**src/rtl/bl_pkg.sv**
```systemverilog
package bl_pkg;

  typedef enum logic [1:0] {
    BP_IDLE = 2'd0,
    BP_WAIT = 2'd1,
    BP_DONE = 2'd2
  } bp_state_e;

  function automatic logic [7:0] status_byte(input logic ack, input logic [1:0] sts);
    return {5'b00000, ack, sts};
  endfunction

endpackage

```
**src/rtl/bl_req_rx.sv**
```systemverilog
module bl_req_rx #(
  parameter int unsigned ADDR_W = 15,
  parameter int unsigned DATA_W = 32
) (
  input  logic              clk,
  input  logic              rst_n,
  input  logic              dir_i,
  input  logic              valid_i,
  input  logic [7:0]        data_i,
  input  logic              release_i,
  output logic              full_o,
  output logic              req_pulse_o,
  output logic              req_wr_o,
  output logic [ADDR_W-1:0] req_addr_o,
  output logic [DATA_W-1:0] req_wdata_o
);

  localparam int unsigned RD_BYTES = (1 + ADDR_W) / 8;
  localparam int unsigned WR_BYTES = (1 + ADDR_W + DATA_W) / 8;
  localparam int unsigned SR_W     = WR_BYTES * 8;
  localparam int unsigned CNT_W    = $clog2(WR_BYTES + 1);
  localparam logic [CNT_W-1:0] WR_LAST = CNT_W'(WR_BYTES - 1);
  localparam logic [CNT_W-1:0] RD_LAST = CNT_W'(RD_BYTES - 1);

  logic [SR_W-9:0]   sr_q, sr_d;
  logic [CNT_W-1:0]  cnt_q, cnt_d;
  logic              cmd_q, cmd_d;
  logic              full_q, full_d;
  logic              pulse_q, pulse_d;
  logic              wro_q, wro_d;
  logic [ADDR_W-1:0] addr_q, addr_d;
  logic [DATA_W-1:0] wdata_q, wdata_d;

  logic            accept;
  logic            is_wr_now;
  logic            last;
  logic [SR_W-1:0] sr_nxt;

  assign accept    = valid_i && !dir_i && !full_q;
  assign is_wr_now = (cnt_q == '0) ? data_i[7] : cmd_q;
  assign last      = accept && (cnt_q == (is_wr_now ? WR_LAST : RD_LAST));
  assign sr_nxt    = {sr_q, data_i};

  always_comb begin
    sr_d    = sr_q;
    cnt_d   = cnt_q;
    cmd_d   = cmd_q;
    full_d  = full_q;
    pulse_d = 1'b0;
    wro_d   = wro_q;
    addr_d  = addr_q;
    wdata_d = wdata_q;
    if (release_i) begin
      cnt_d  = '0;
      full_d = 1'b0;
    end else if (accept) begin
      sr_d = sr_nxt[SR_W-9:0];
      if (cnt_q == '0) cmd_d = data_i[7];
      if (last) begin
        cnt_d   = '0;
        full_d  = 1'b1;
        pulse_d = 1'b1;
        if (is_wr_now) begin
          wro_d   = sr_nxt[SR_W-1];
          addr_d  = sr_nxt[SR_W-2 -: ADDR_W];
          wdata_d = sr_nxt[DATA_W-1:0];
        end else begin
          wro_d   = sr_nxt[RD_BYTES*8-1];
          addr_d  = sr_nxt[ADDR_W-1:0];
          wdata_d = '0;
        end
      end else begin
        cnt_d = cnt_q + 1'b1;
      end
    end
  end

  always_ff @(posedge clk or negedge rst_n) begin
    if (!rst_n) begin
      sr_q    <= '0;
      cnt_q   <= '0;
      cmd_q   <= 1'b0;
      full_q  <= 1'b0;
      pulse_q <= 1'b0;
      wro_q   <= 1'b0;
      addr_q  <= '0;
      wdata_q <= '0;
    end else begin
      sr_q    <= sr_d;
      cnt_q   <= cnt_d;
      cmd_q   <= cmd_d;
      full_q  <= full_d;
      pulse_q <= pulse_d;
      wro_q   <= wro_d;
      addr_q  <= addr_d;
      wdata_q <= wdata_d;
    end
  end

  assign full_o      = full_q;
  assign req_pulse_o = pulse_q;
  assign req_wr_o    = wro_q;
  assign req_addr_o  = addr_q;
  assign req_wdata_o = wdata_q;

  // a request pulse never lasts two cycles
  a_r2_pulse_single: assert property (@(posedge clk) disable iff (!rst_n)
    req_pulse_o |=> !req_pulse_o);

  // a held request admits no further request until released
  a_r10_hold_when_full: assert property (@(posedge clk) disable iff (!rst_n)
    (full_o && !release_i) |=> !req_pulse_o);

endmodule

```
**src/rtl/bl_bus_port.sv**
```systemverilog
module bl_bus_port #(
  parameter int unsigned DATA_W   = 32,
  parameter int unsigned BUS_WAIT = 16
) (
  input  logic              clk,
  input  logic              rst_n,
  input  logic              start_i,
  input  logic              wr_i,
  input  logic              release_i,
  input  logic              bus_ack_i,
  input  logic [1:0]        bus_status_i,
  input  logic [DATA_W-1:0] bus_rdata_i,
  output logic              bus_wr_o,
  output logic              bus_rd_o,
  output logic              done_o,
  output logic              ack_o,
  output logic [1:0]        status_o,
  output logic [DATA_W-1:0] rdata_o
);

  import bl_pkg::*;

  localparam int unsigned WC_W = $clog2(BUS_WAIT + 1);
  localparam logic [WC_W-1:0] WC_LAST = WC_W'(BUS_WAIT - 1);

  bp_state_e         state_q, state_d;
  logic [WC_W-1:0]   cnt_q, cnt_d;
  logic              ack_q, ack_d;
  logic [1:0]        sts_q, sts_d;
  logic [DATA_W-1:0] rdata_q, rdata_d;
  logic              active;

  assign bus_wr_o = start_i && wr_i;
  assign bus_rd_o = start_i && !wr_i;
  assign active   = start_i || (state_q == BP_WAIT);

  always_comb begin
    state_d = state_q;
    cnt_d   = cnt_q;
    ack_d   = ack_q;
    sts_d   = sts_q;
    rdata_d = rdata_q;
    if (release_i) begin
      state_d = BP_IDLE;
      cnt_d   = '0;
    end else if (active) begin
      if (bus_ack_i) begin
        state_d = BP_DONE;
        cnt_d   = '0;
        ack_d   = 1'b1;
        sts_d   = bus_status_i;
        rdata_d = wr_i ? '0 : bus_rdata_i;
      end else if (cnt_q == WC_LAST) begin
        state_d = BP_DONE;
        cnt_d   = '0;
        ack_d   = 1'b0;
        sts_d   = 2'b00;
        rdata_d = '0;
      end else begin
        state_d = BP_WAIT;
        cnt_d   = cnt_q + 1'b1;
      end
    end
  end

  always_ff @(posedge clk or negedge rst_n) begin
    if (!rst_n) begin
      state_q <= BP_IDLE;
      cnt_q   <= '0;
      ack_q   <= 1'b0;
      sts_q   <= 2'b00;
      rdata_q <= '0;
    end else begin
      state_q <= state_d;
      cnt_q   <= cnt_d;
      ack_q   <= ack_d;
      sts_q   <= sts_d;
      rdata_q <= rdata_d;
    end
  end

  assign done_o   = (state_q == BP_DONE);
  assign ack_o    = ack_q;
  assign status_o = sts_q;
  assign rdata_o  = rdata_q;

  // a strobe only starts an access when none is outstanding
  a_r2_strobe_when_idle: assert property (@(posedge clk) disable iff (!rst_n)
    (bus_wr_o || bus_rd_o) |-> (state_q == BP_IDLE));

endmodule

```
**src/rtl/bl_resp_tx.sv**
```systemverilog
module bl_resp_tx #(
  parameter int unsigned DATA_W    = 32,
  parameter int unsigned TURN_WAIT = 2
) (
  input  logic              clk,
  input  logic              rst_n,
  input  logic              dir_i,
  input  logic              pend_i,
  input  logic              done_i,
  input  logic              wr_i,
  input  logic              ack_i,
  input  logic [1:0]        status_i,
  input  logic [DATA_W-1:0] rdata_i,
  input  logic              release_i,
  output logic              link_valid_o,
  output logic [7:0]        link_data_o,
  output logic              link_oe_o,
  output logic              finish_o
);

  import bl_pkg::*;

  localparam int unsigned RD_RESP = DATA_W / 8 + 1;
  localparam int unsigned SR_W    = RD_RESP * 8;
  localparam int unsigned RC_W    = $clog2(RD_RESP + 1);
  localparam int unsigned TC_W    = $clog2(TURN_WAIT + 2);

  logic            grant;
  logic [SR_W-1:0] sr_q, sr_d;
  logic [RC_W-1:0] rem_q, rem_d;
  logic            loaded_q, loaded_d;
  logic            send;

  generate
    if (TURN_WAIT == 0) begin : g_nowait
      assign grant = dir_i;
    end else begin : g_wait
      logic [TC_W-1:0] tc_q, tc_d;
      always_comb begin
        tc_d = tc_q;
        if (!dir_i) tc_d = '0;
        else if (tc_q != TC_W'(TURN_WAIT)) tc_d = tc_q + 1'b1;
      end
      always_ff @(posedge clk or negedge rst_n) begin
        if (!rst_n) tc_q <= '0;
        else        tc_q <= tc_d;
      end
      assign grant = dir_i && (tc_q == TC_W'(TURN_WAIT));

      // drive never starts in the cycle direction first rises
      a_r7_oe_after_dir: assert property (@(posedge clk) disable iff (!rst_n)
        $rose(link_oe_o) |-> $past(dir_i));
    end
  endgenerate

  assign send = grant && loaded_q && (rem_q != '0);

  always_comb begin
    sr_d     = sr_q;
    rem_d    = rem_q;
    loaded_d = loaded_q;
    if (release_i) begin
      rem_d    = '0;
      loaded_d = 1'b0;
    end else if (done_i && !loaded_q) begin
      loaded_d = 1'b1;
      if (wr_i) begin
        sr_d  = {status_byte(ack_i, status_i), {(SR_W-8){1'b0}}};
        rem_d = RC_W'(1);
      end else begin
        sr_d  = {rdata_i, status_byte(ack_i, status_i)};
        rem_d = RC_W'(RD_RESP);
      end
    end else if (send) begin
      sr_d  = {sr_q[SR_W-9:0], 8'h00};
      rem_d = rem_q - 1'b1;
    end
  end

  always_ff @(posedge clk or negedge rst_n) begin
    if (!rst_n) begin
      sr_q     <= '0;
      rem_q    <= '0;
      loaded_q <= 1'b0;
    end else begin
      sr_q     <= sr_d;
      rem_q    <= rem_d;
      loaded_q <= loaded_d;
    end
  end

  assign link_valid_o = send;
  assign link_data_o  = send ? sr_q[SR_W-1 -: 8] : 8'h00;
  assign link_oe_o    = grant && pend_i;
  assign finish_o     = send && (rem_q == RC_W'(1));

  // valid is only presented while the lane is driven
  a_r8_valid_needs_oe: assert property (@(posedge clk) disable iff (!rst_n)
    link_valid_o |-> link_oe_o);

endmodule

```
**src/rtl/bytelink_reg_slave.sv**
```systemverilog
module bytelink_reg_slave #(
  parameter int unsigned ADDR_W    = 15,
  parameter int unsigned DATA_W    = 32,
  parameter int unsigned TURN_WAIT = 2,
  parameter int unsigned BUS_WAIT  = 16
) (
  input  logic              clk,
  input  logic              rst_n,
  input  logic              link_dir_i,
  input  logic              link_valid_i,
  input  logic [7:0]        link_data_i,
  output logic              link_valid_o,
  output logic [7:0]        link_data_o,
  output logic              link_oe_o,
  output logic              bus_wr_o,
  output logic              bus_rd_o,
  output logic [ADDR_W-1:0] bus_addr_o,
  output logic [DATA_W-1:0] bus_wdata_o,
  input  logic              bus_ack_i,
  input  logic [1:0]        bus_status_i,
  input  logic [DATA_W-1:0] bus_rdata_i
);

  logic [1:0] rst_sync_q;
  logic       rst_core_n;

  always_ff @(posedge clk or negedge rst_n) begin
    if (!rst_n) rst_sync_q <= 2'b00;
    else        rst_sync_q <= {rst_sync_q[0], 1'b1};
  end
  assign rst_core_n = rst_sync_q[1];

  logic              pend;
  logic              req_pulse;
  logic              req_wr;
  logic              bp_done;
  logic              bp_ack;
  logic [1:0]        bp_sts;
  logic [DATA_W-1:0] bp_rdata;
  logic              finish;
  logic              abandon;
  logic              release_t;
  logic              dir_seen_q, dir_seen_d;

  assign abandon   = pend && dir_seen_q && !link_dir_i;
  assign release_t = finish || abandon;

  always_comb begin
    dir_seen_d = dir_seen_q;
    if (release_t)             dir_seen_d = 1'b0;
    else if (pend && link_dir_i) dir_seen_d = 1'b1;
  end

  always_ff @(posedge clk or negedge rst_core_n) begin
    if (!rst_core_n) dir_seen_q <= 1'b0;
    else             dir_seen_q <= dir_seen_d;
  end

  bl_req_rx #(.ADDR_W(ADDR_W), .DATA_W(DATA_W)) u_rx (
    .clk         (clk),
    .rst_n       (rst_core_n),
    .dir_i       (link_dir_i),
    .valid_i     (link_valid_i),
    .data_i      (link_data_i),
    .release_i   (release_t),
    .full_o      (pend),
    .req_pulse_o (req_pulse),
    .req_wr_o    (req_wr),
    .req_addr_o  (bus_addr_o),
    .req_wdata_o (bus_wdata_o)
  );

  bl_bus_port #(.DATA_W(DATA_W), .BUS_WAIT(BUS_WAIT)) u_bus (
    .clk          (clk),
    .rst_n        (rst_core_n),
    .start_i      (req_pulse),
    .wr_i         (req_wr),
    .release_i    (release_t),
    .bus_ack_i    (bus_ack_i),
    .bus_status_i (bus_status_i),
    .bus_rdata_i  (bus_rdata_i),
    .bus_wr_o     (bus_wr_o),
    .bus_rd_o     (bus_rd_o),
    .done_o       (bp_done),
    .ack_o        (bp_ack),
    .status_o     (bp_sts),
    .rdata_o      (bp_rdata)
  );

  bl_resp_tx #(.DATA_W(DATA_W), .TURN_WAIT(TURN_WAIT)) u_tx (
    .clk          (clk),
    .rst_n        (rst_core_n),
    .dir_i        (link_dir_i),
    .pend_i       (pend),
    .done_i       (bp_done),
    .wr_i         (req_wr),
    .ack_i        (bp_ack),
    .status_i     (bp_sts),
    .rdata_i      (bp_rdata),
    .release_i    (release_t),
    .link_valid_o (link_valid_o),
    .link_data_o  (link_data_o),
    .link_oe_o    (link_oe_o),
    .finish_o     (finish)
  );

  // nothing is driven while the master owns the lane
  a_r6_quiet_without_dir: assert property (@(posedge clk) disable iff (!rst_core_n)
    !link_dir_i |-> (!link_oe_o && !link_valid_o));

  // response bytes only follow a completed bus phase
  a_r3_send_after_bus: assert property (@(posedge clk) disable iff (!rst_core_n)
    link_valid_o |-> bp_done);

  // withdrawal of direction frees the receiver on the next cycle
  a_r9_abandon_frees_rx: assert property (@(posedge clk) disable iff (!rst_core_n)
    abandon |=> !pend);

endmodule

```
**config.mk**
```make
export PLATFORM = sky130hd
export DESIGN_NAME = bytelink_reg_slave
export DESIGN_NICKNAME = d
export VERILOG_FILES = /design/src/rtl/bl_pkg.sv /design/src/rtl/bl_req_rx.sv /design/src/rtl/bl_bus_port.sv /design/src/rtl/bl_resp_tx.sv /design/src/rtl/bytelink_reg_slave.sv
export SDC_FILE = /design/constraint.sdc
export NUM_CORES = 1
export LEC_CHECK = 0
export BUFFER_PORTS_ARGS = -buffer_cell sky130_fd_sc_hd__buf_2
export CAP_MARGIN = 20
export CORE_MARGIN = 2
export CORE_UTILIZATION = 57
export DETAILED_ROUTE_END_ITERATION = 10
export PLACE_DENSITY = 0.8
export SYNTH_ARGS = -nofsm -noshare
export SYNTH_HDL_FRONTEND = slang
export SYNTH_HIERARCHICAL = 1
export SYNTH_SLANG_ARGS = --single-unit
```
**constraint.sdc**
```tcl
create_clock -name clk -period 6.15 [get_ports clk]
set_clock_uncertainty 0.15 [all_clocks]
set_input_delay 1.23 -clock clk [delete_from_list [all_inputs] [get_ports clk]]
set_output_delay 1.23 -clock clk [all_outputs]
set_load 0.05 [all_outputs]
```
* Word-level counts from Yosys, hierarchy flattened *
Cells that the tools add are included.

storage, ports and cells
  bits in read-only memories = 0
  output and inout port bits = 59
  input port bits = 47
  memory bits (writable) = 0
  logic and storage cells = 110
  bits in latches = 0
  memories = 0
  bits in registers = 185

operators by class
  equal/unequal tests = 8
  shifts and indexed selects = 0
  reductions and logical operators = 35
  multiplexer cells = 43
  divide/modulo/power cells = 0
  bitwise gates (word level) = 1
  $mul = 0
  magnitude comparators = 0
  $add $sub $neg = 4

operator list
  operator               count
  $mux W32               4
  $mux W40               3
  $mux W3                8
  $mux W5                4
  $mux W2                8
  $mux W15               1
  $logic_and A1 B1 Y1    14
  $mux W1                14
  $reduce_bool A2 Y1     7
  $mux W8                1
  $reduce_and A2 Y1      3
  $reduce_and A3 Y1      2
  $reduce_bool A3 Y1     2
  $add A5 B1 Y5 const B  1
  $eq A5 B4 Y1 const B   1
  $eq A2 B2 Y1 const B   2
  $logic_not A1 Y1       4
  $add A3 B1 Y3 const B  1
  $eq A3 B1 Y1 const B   1
  $eq A3 B3 Y1           1
  $logic_not A3 Y1       1
  $sub A3 B1 Y3 const B  1
  $add A2 B1 Y2 const B  1
  $eq A2 B1 Y1 const B   1
  other kinds (4)        5

* Longest topological paths before layout *
  word-level depth = 8
  depth in mapped cells = 12
  gate-level depth less buffers = 10

* Hierarchy *
The synthesis kept the hierarchy.

by module, submodules not included
  module              area each (um2)  cells an instance  times used  sequential area each (um2)
  bl_req_rx           3776.1           263                1           2352.3
  bl_resp_tx          2164.6           199                1           1026.0
  bl_bus_port         1659.1           113                1           1051.0
  bytelink_reg_slave  105.1            8                  1           75.1

* Worst setup path before layout *
OpenSTA, ideal clock, no wires.

  path type = input -> output
  start = in link_dir_i
  end = out link_data_o[0]
  path buffers = 1
  cell stages on the path = 4
  setup slack = 2153 ps
  required time = 4770 ps
  arrival time = 2617 ps
  path through = nand2_2 nor3_1 clkbuf_1 and2_1

on the way
  word-level cells in the longest chain between the ends = 4

RTL lines
  item                               RTL line                  RTL
  start: declaration                 bytelink_reg_slave.sv:9   input logic link_dir_i,
  $logic_and A1 B1 Y1                bl_resp_tx.sv:48          assign grant = dir_i && (tc_q == TC_W'(TURN_WAIT));
  $logic_and A1 B1 Y1 (2 in series)  bl_resp_tx.sv:56          assign send = grant && loaded_q && (rem_q != '0);
  named net link_valid_o             bytelink_reg_slave.sv:12  output logic link_valid_o,
  $mux W8                            bl_resp_tx.sv:93          assign link_data_o = send ? sr_q[SR_W-1 -: 8] : 8'h00;
  end: declaration                   bytelink_reg_slave.sv:13  output logic [7:0] link_data_o,

The timed path passes the listed nets, and every way through them passes these cells.

* Worst setup path in the final report *
  start = in link_dir_i
  end = reg u_rx.wdata_q[7] (netlist: u_rx/req_wdata_o[7])

on the way
  word-level cells in the longest chain between the ends = 7
  elaborated cells on any way between the ends = 12
  those cells by class = bitwise (1); reduce/logical (11)

RTL lines
  item                                RTL line                  RTL
  $logic_and A1 B1 Y1                 bl_resp_tx.sv:48
  $logic_and A1 B1 Y1 (2 in series)   bl_resp_tx.sv:56
  $logic_and A1 B1 Y1                 bl_resp_tx.sv:95          assign finish_o = send && (rem_q == RC_W'(1));
  named net finish                    bytelink_reg_slave.sv:40  logic finish;
  $logic_or A1 B1 Y1                  bytelink_reg_slave.sv:46  assign release_t = finish || abandon;
  named net release_t                 bytelink_reg_slave.sv:42  logic release_t;
  $not A1 Y1 (no source line)         n/a
  $reduce_and A3 Y1 (no source line)  n/a
  end signal: assignment              bl_req_rx.sv:96           wdata_q <= wdata_d;
  end: declaration                    bl_req_rx.sv:32           logic [DATA_W-1:0] wdata_q, wdata_d;

The timed path passes the listed nets, and every way through them passes these cells.
A chain may end at the register's enable or synchronous reset.

==> run summary <==
The flow ran to the end, and the final reports show no timing, DRC or antenna violations. The number of antenna diodes in the final layout is 0. Traced cell by cell, the critical path runs through buf_2, nand2_2, nor3_1, and3b_1, a31o_1, nor4b_4, buf_4, and4_1, buf_8, a21oi_1, o2bb2ai_1. The logs give 0 for the count of final hold-check violations and 17 for the number of buffers created by CTS. The relative contribution of combinational cells to total power is 0.360, and the minimum setup slack among reg-to-reg paths is 2.17 ns.

Routability-driven placement finished with a final weighted congestion of 0.7762. The number of top-level design ports was 106. Once the clock tree was built, the resizer swapped 0 gates to a different size. Based on the critical path, the design can be clocked at up to 249.7 MHz. The average via count per standard cell came out at 6.048. TritonCTS built the clock tree.

The layout cell share with drive strength beyond 1 works out to 0.3276. The clock sink total was 180. On the critical path, the stage with the largest delay is an instance of and4_1.

In this run, synthesis produced a sequential element count of 180. For the worst flop-to-flop path, the logic depth is 12. Power spread over the standard cell area amounts to 563.2 nW/µm².

The final cycle utilization of the critical path came out at 0.6511. For the worst-skew pair, the clock arrives at the later sink with an insertion delay of 0.42 ns. For the count of pins over their slew limit, the log shows 0.

The internal power of the cells totals 3113 µW. The run gives 583 as the number of instances in the synthesized netlist. The final instance area is 8920 µm², and the remaining global-route overflow is 0. In this run the critical register-to-register path is launched from u_tx/rem_q[0]. In this run the cell area measured after placement is 8298 µm². The net switching share of the total power is 0.3803, and the worst-case clock buffer depth is 2. The critical path in this run is classified as primary input to flop. Portion of total power attributed to the clock network: 0.222. Worst slew margin relative to its limit: 0.3477. The number of buffers and inverters on the critical path is 3. The number of nets at the end of the flow is 735.

The number of enable flip-flop cells after synthesis was 0; the pin count of the biggest net entering global routing was 79. Category of the worst setup path launch point: a primary input. The core region is 13240 µm². The first-pass GRT wire length is 27.63 mm. The tools report the die outline area as 14460 µm². For the initial core utilization, the log shows 0.5818. For this block, the initial DRC count from the detailed router was 393. In the synthesized netlist the dominant register cell turns out to be dfrtp_1.

The count of max-cap constraint violations was 0; the placement row count was 42. The floorplan step set the die width to 120.3 µm. For the global routing usage summed across all routing layers, the log shows 0.2433. The logs give 6.35 ns for the required time reported for the critical path endpoint and 0.417 for the sequential group share of total power.

Clock-pin slew was measured on the worst setup and hold paths at 0.07 ns. The logs give 0.004188 µW for the leakage power total and 0.5846 for the fraction of the yosys area taken by sequential cells. Data arrives at the worst endpoint at 4.20 ns. The final design utilization is 0.6736.

The count of TritonRoute iterations in the first routing pass is 5, and the post-detailed-route wirelength per cell is 19.47 µm. The largest vdd supply drop is 0.4449 mV. Leaving out filler cells and counting taps, the final layout contains 869. The detail route stage leaves a number of antenna-violating nets equal to 0. The number of different library cells used by synthesis comes to 62. Detailed routing inserted a total of 5256 vias.

Port buffering added 105 buffers. The wire-length estimate of the detail-placed layout is 11.02 mm. The number of nets in the synthesized netlist is 638.

The reg-to-reg critical path endpoint was u_rx/req_wdata_o[7]. The cell at the root of the clock tree was clkbuf_16. The number of DRC violations after detailed routing was 0; the mean area per synthesized cell was 13.22 µm². The clock tree synthesis step divided the H-tree into 4 levels.

After synthesis the cells add up to 7705 µm². The area growth from synthesis to layout is 15.77%. For this block, the routed nets add up to 16.92 mm of wire. Cell family with the largest share of critical-path delay: simple AND/OR/NAND/NOR gates. Number of antenna violations at the first check in global routing: 0. In this run the post-CTS setup repair buffer count came out at 0. The run gives 1910 µW as the net load switching power. During synthesis, Yosys emitted a total of 6 warnings. Setup repair after global routing left no endpoint under its margin. The worst setup path is captured at a flop. Registers take 4508 µm². The number of endpoints failing setup at the final stage is 0, and the placed instance count is 836. For the count of filler cells inserted in the layout, the log shows 966.

The y dimension of the die came out at 120.3 µm. Worst hold path class: flop to asynchronous set/reset pin. The via count of the first global-routing pass is 5445, and the peak per-stage delay on the critical path is 0.76 ns. For the final routed database, the setup TNS stands at 0 ns.

The slew at the pin closest to its max-slew limit is 0.9785 ns, and the clock period minus final worst setup slack is 4.004 ns. In the final layout, the multi-input gates occupy 2804 µm². The share of async-settable or async-resettable flops after synthesis came out at 1.000. Along the worst path, the maximum fanout reaches 61. The quantity of hold-fixing buffers added after cts is 0.
[synthesized netlist by cell type, drive strengths merged (3+ instances only)]
library cell	instances	share of area
inv	38	0.019
ha	8	0.013
dfrtp	180	0.58
nand3	4	0.0026
a31o	9	0.010
and2	13	0.011
nor3	3	0.0019
a21oi	17	0.011
mux2i	15	0.020
clkbuf	12	0.0058
a2111oi	3	0.0067
o221a	27	0.039
a22o	66	0.075
nor2	7	0.0034
a31oi	11	0.0089
nand2	10	0.0052
nor3b	10	0.0097
mux2	55	0.080
buf	28	0.028
o21ai	26	0.017
nand2b	4	0.0042
o21a	3	0.0029
[registers in the layout (all words and copies together), names as in the netlist]
register	count
u_rx/sr_q	40
u_tx/sr_q	35
u_bus/rdata_o	32
u_rx/req_wdata_o	32
u_rx/req_addr_o	15
u_bus/cnt_q	5
u_rx/cnt_q	3
u_tx/rem_q	3
rst_sync_q	2
u_bus/state_q	2
u_bus/status_o	2
u_tx/g_wait.tc_q	2
dir_seen_q	1
u_bus/ack_o	1
u_rx/cmd_q	1
u_rx/full_o	1
u_rx/req_pulse_o	1
u_rx/req_wr_o	1
u_tx/loaded_q	1
[layout by cell type (no fill, tap or decap), drive strengths merged, types with 4 or more instances in the layout]
master,count
dfrtp,180
buf,117
a22o,66
mux2,55
inv,42
o221a,27
o21ai,26
clkbuf,19
a21oi,17
mux2i,15
and2,13
a31oi,11
nand2,10
nor3b,10
a31o,9
ha,8
nor2,7
nand3,4
nand2b,4
clkinv,4
[cells by family after synthesis]
| group | count (synthesis) | synth area share |
|---|---|---|
| AO/OA/AOI/OAI | 177 | 0.1911 |
| XOR/XNOR | 2 | 0.002274 |
| multiplexers | 70 | 0.1004 |
| flip-flops | 180 | 0.5846 |
| AND/OR/NAND/NOR | 67 | 0.05603 |
| other | 1 | 0.0004867 |
| buffers and inverters | 78 | 0.05213 |
| adder cells (fa/ha/maj) | 8 | 0.01299 |
[worst register-to-register path, cell delays in order, from the launching register on]
cell and delay [ns]:
dfrtp_1 0.42, inv_1 0.10, ha_1 0.18, nor2b_1 0.35, nor3_1 0.11, and3b_1 0.20, a31o_1 0.23, nor4b_4 0.32
buf_4 0.62, and4_1 0.76, buf_8 0.26, a21oi_1 0.06, o2bb2ai_1 0.16
[power groups by stage]
stage	clock, µW	combinational (µW)	sequential [µW]
after floorplan	0	1070	2370
after global placement	0	1730	2070
after detailed placement	0	1800	2100
after CTS	1140	1820	2090
after global routing	1180	1950	2160
final	1120	1810	2100
[cell type report]
| cell class | instances | share of cell area |
|---|---|---|
| Clock inverter | 14 | 0.01964 |
| Timing Repair Buffer | 118 | 0.07070 |
| Sequential cell | 180 | 0.5054 |
| Tap cell | 176 | 0.02469 |
| Inverter | 38 | 0.01599 |
| Clock buffer | 18 | 0.04924 |
| Multi-Input combinational cell | 325 | 0.3144 |
[metrics by stage]
| step | hold slack, ns | worst slack, ns | total power, µW |
|---|---|---|---|
| 2_1_floorplan | 0.1812 | 0.6129 | 3442 |
| 4_1_cts | 0.1167 | 1.768 | 5047 |
| 5_1_grt | 0.1506 | 1.899 | 5285 |
| 6_report | 0.1056 | 2.146 | 5023 |
| 3_5_place_dp | 0.1123 | 1.442 | 3901 |
| 3_3_place_gp | 0.09828 | 1.451 | 3798 |
[how the worst max path moves through the flow]
| stage | startpoint | endpoint | slack [ns] | depth (start not counted) |
|---|---|---|---|---|
| after floorplan | rst_sync_q[1] | dir_seen_q | 0.61 | 0 |
| after global placement | link_dir_i | u_rx/req_wdata_o[7] | 1.45 | 10 |
| after detailed placement | link_dir_i | u_rx/req_wdata_o[0] | 1.44 | 10 |
| after CTS | link_dir_i | link_data_o[3] | 1.77 | 5 |
| after global routing | u_tx/rem_q[1] | u_rx/req_wdata_o[7] | 1.90 | 12 |
| final | link_dir_i | u_rx/req_wdata_o[7] | 2.15 | 11 |
[per-layer routing]
metal / vias up / part of all wire / global-route usage
met4: 0 / 0.014 / 0.08140
met3: 21 / 0.050 / 0.05472
met5: - / 0 / 0
met2: 169 / 0.51 / 0.3942
li1: 2363 / - / -
met1: 2703 / 0.43 / 0.3287
Note: power is estimated with default switching activity, not from simulation.
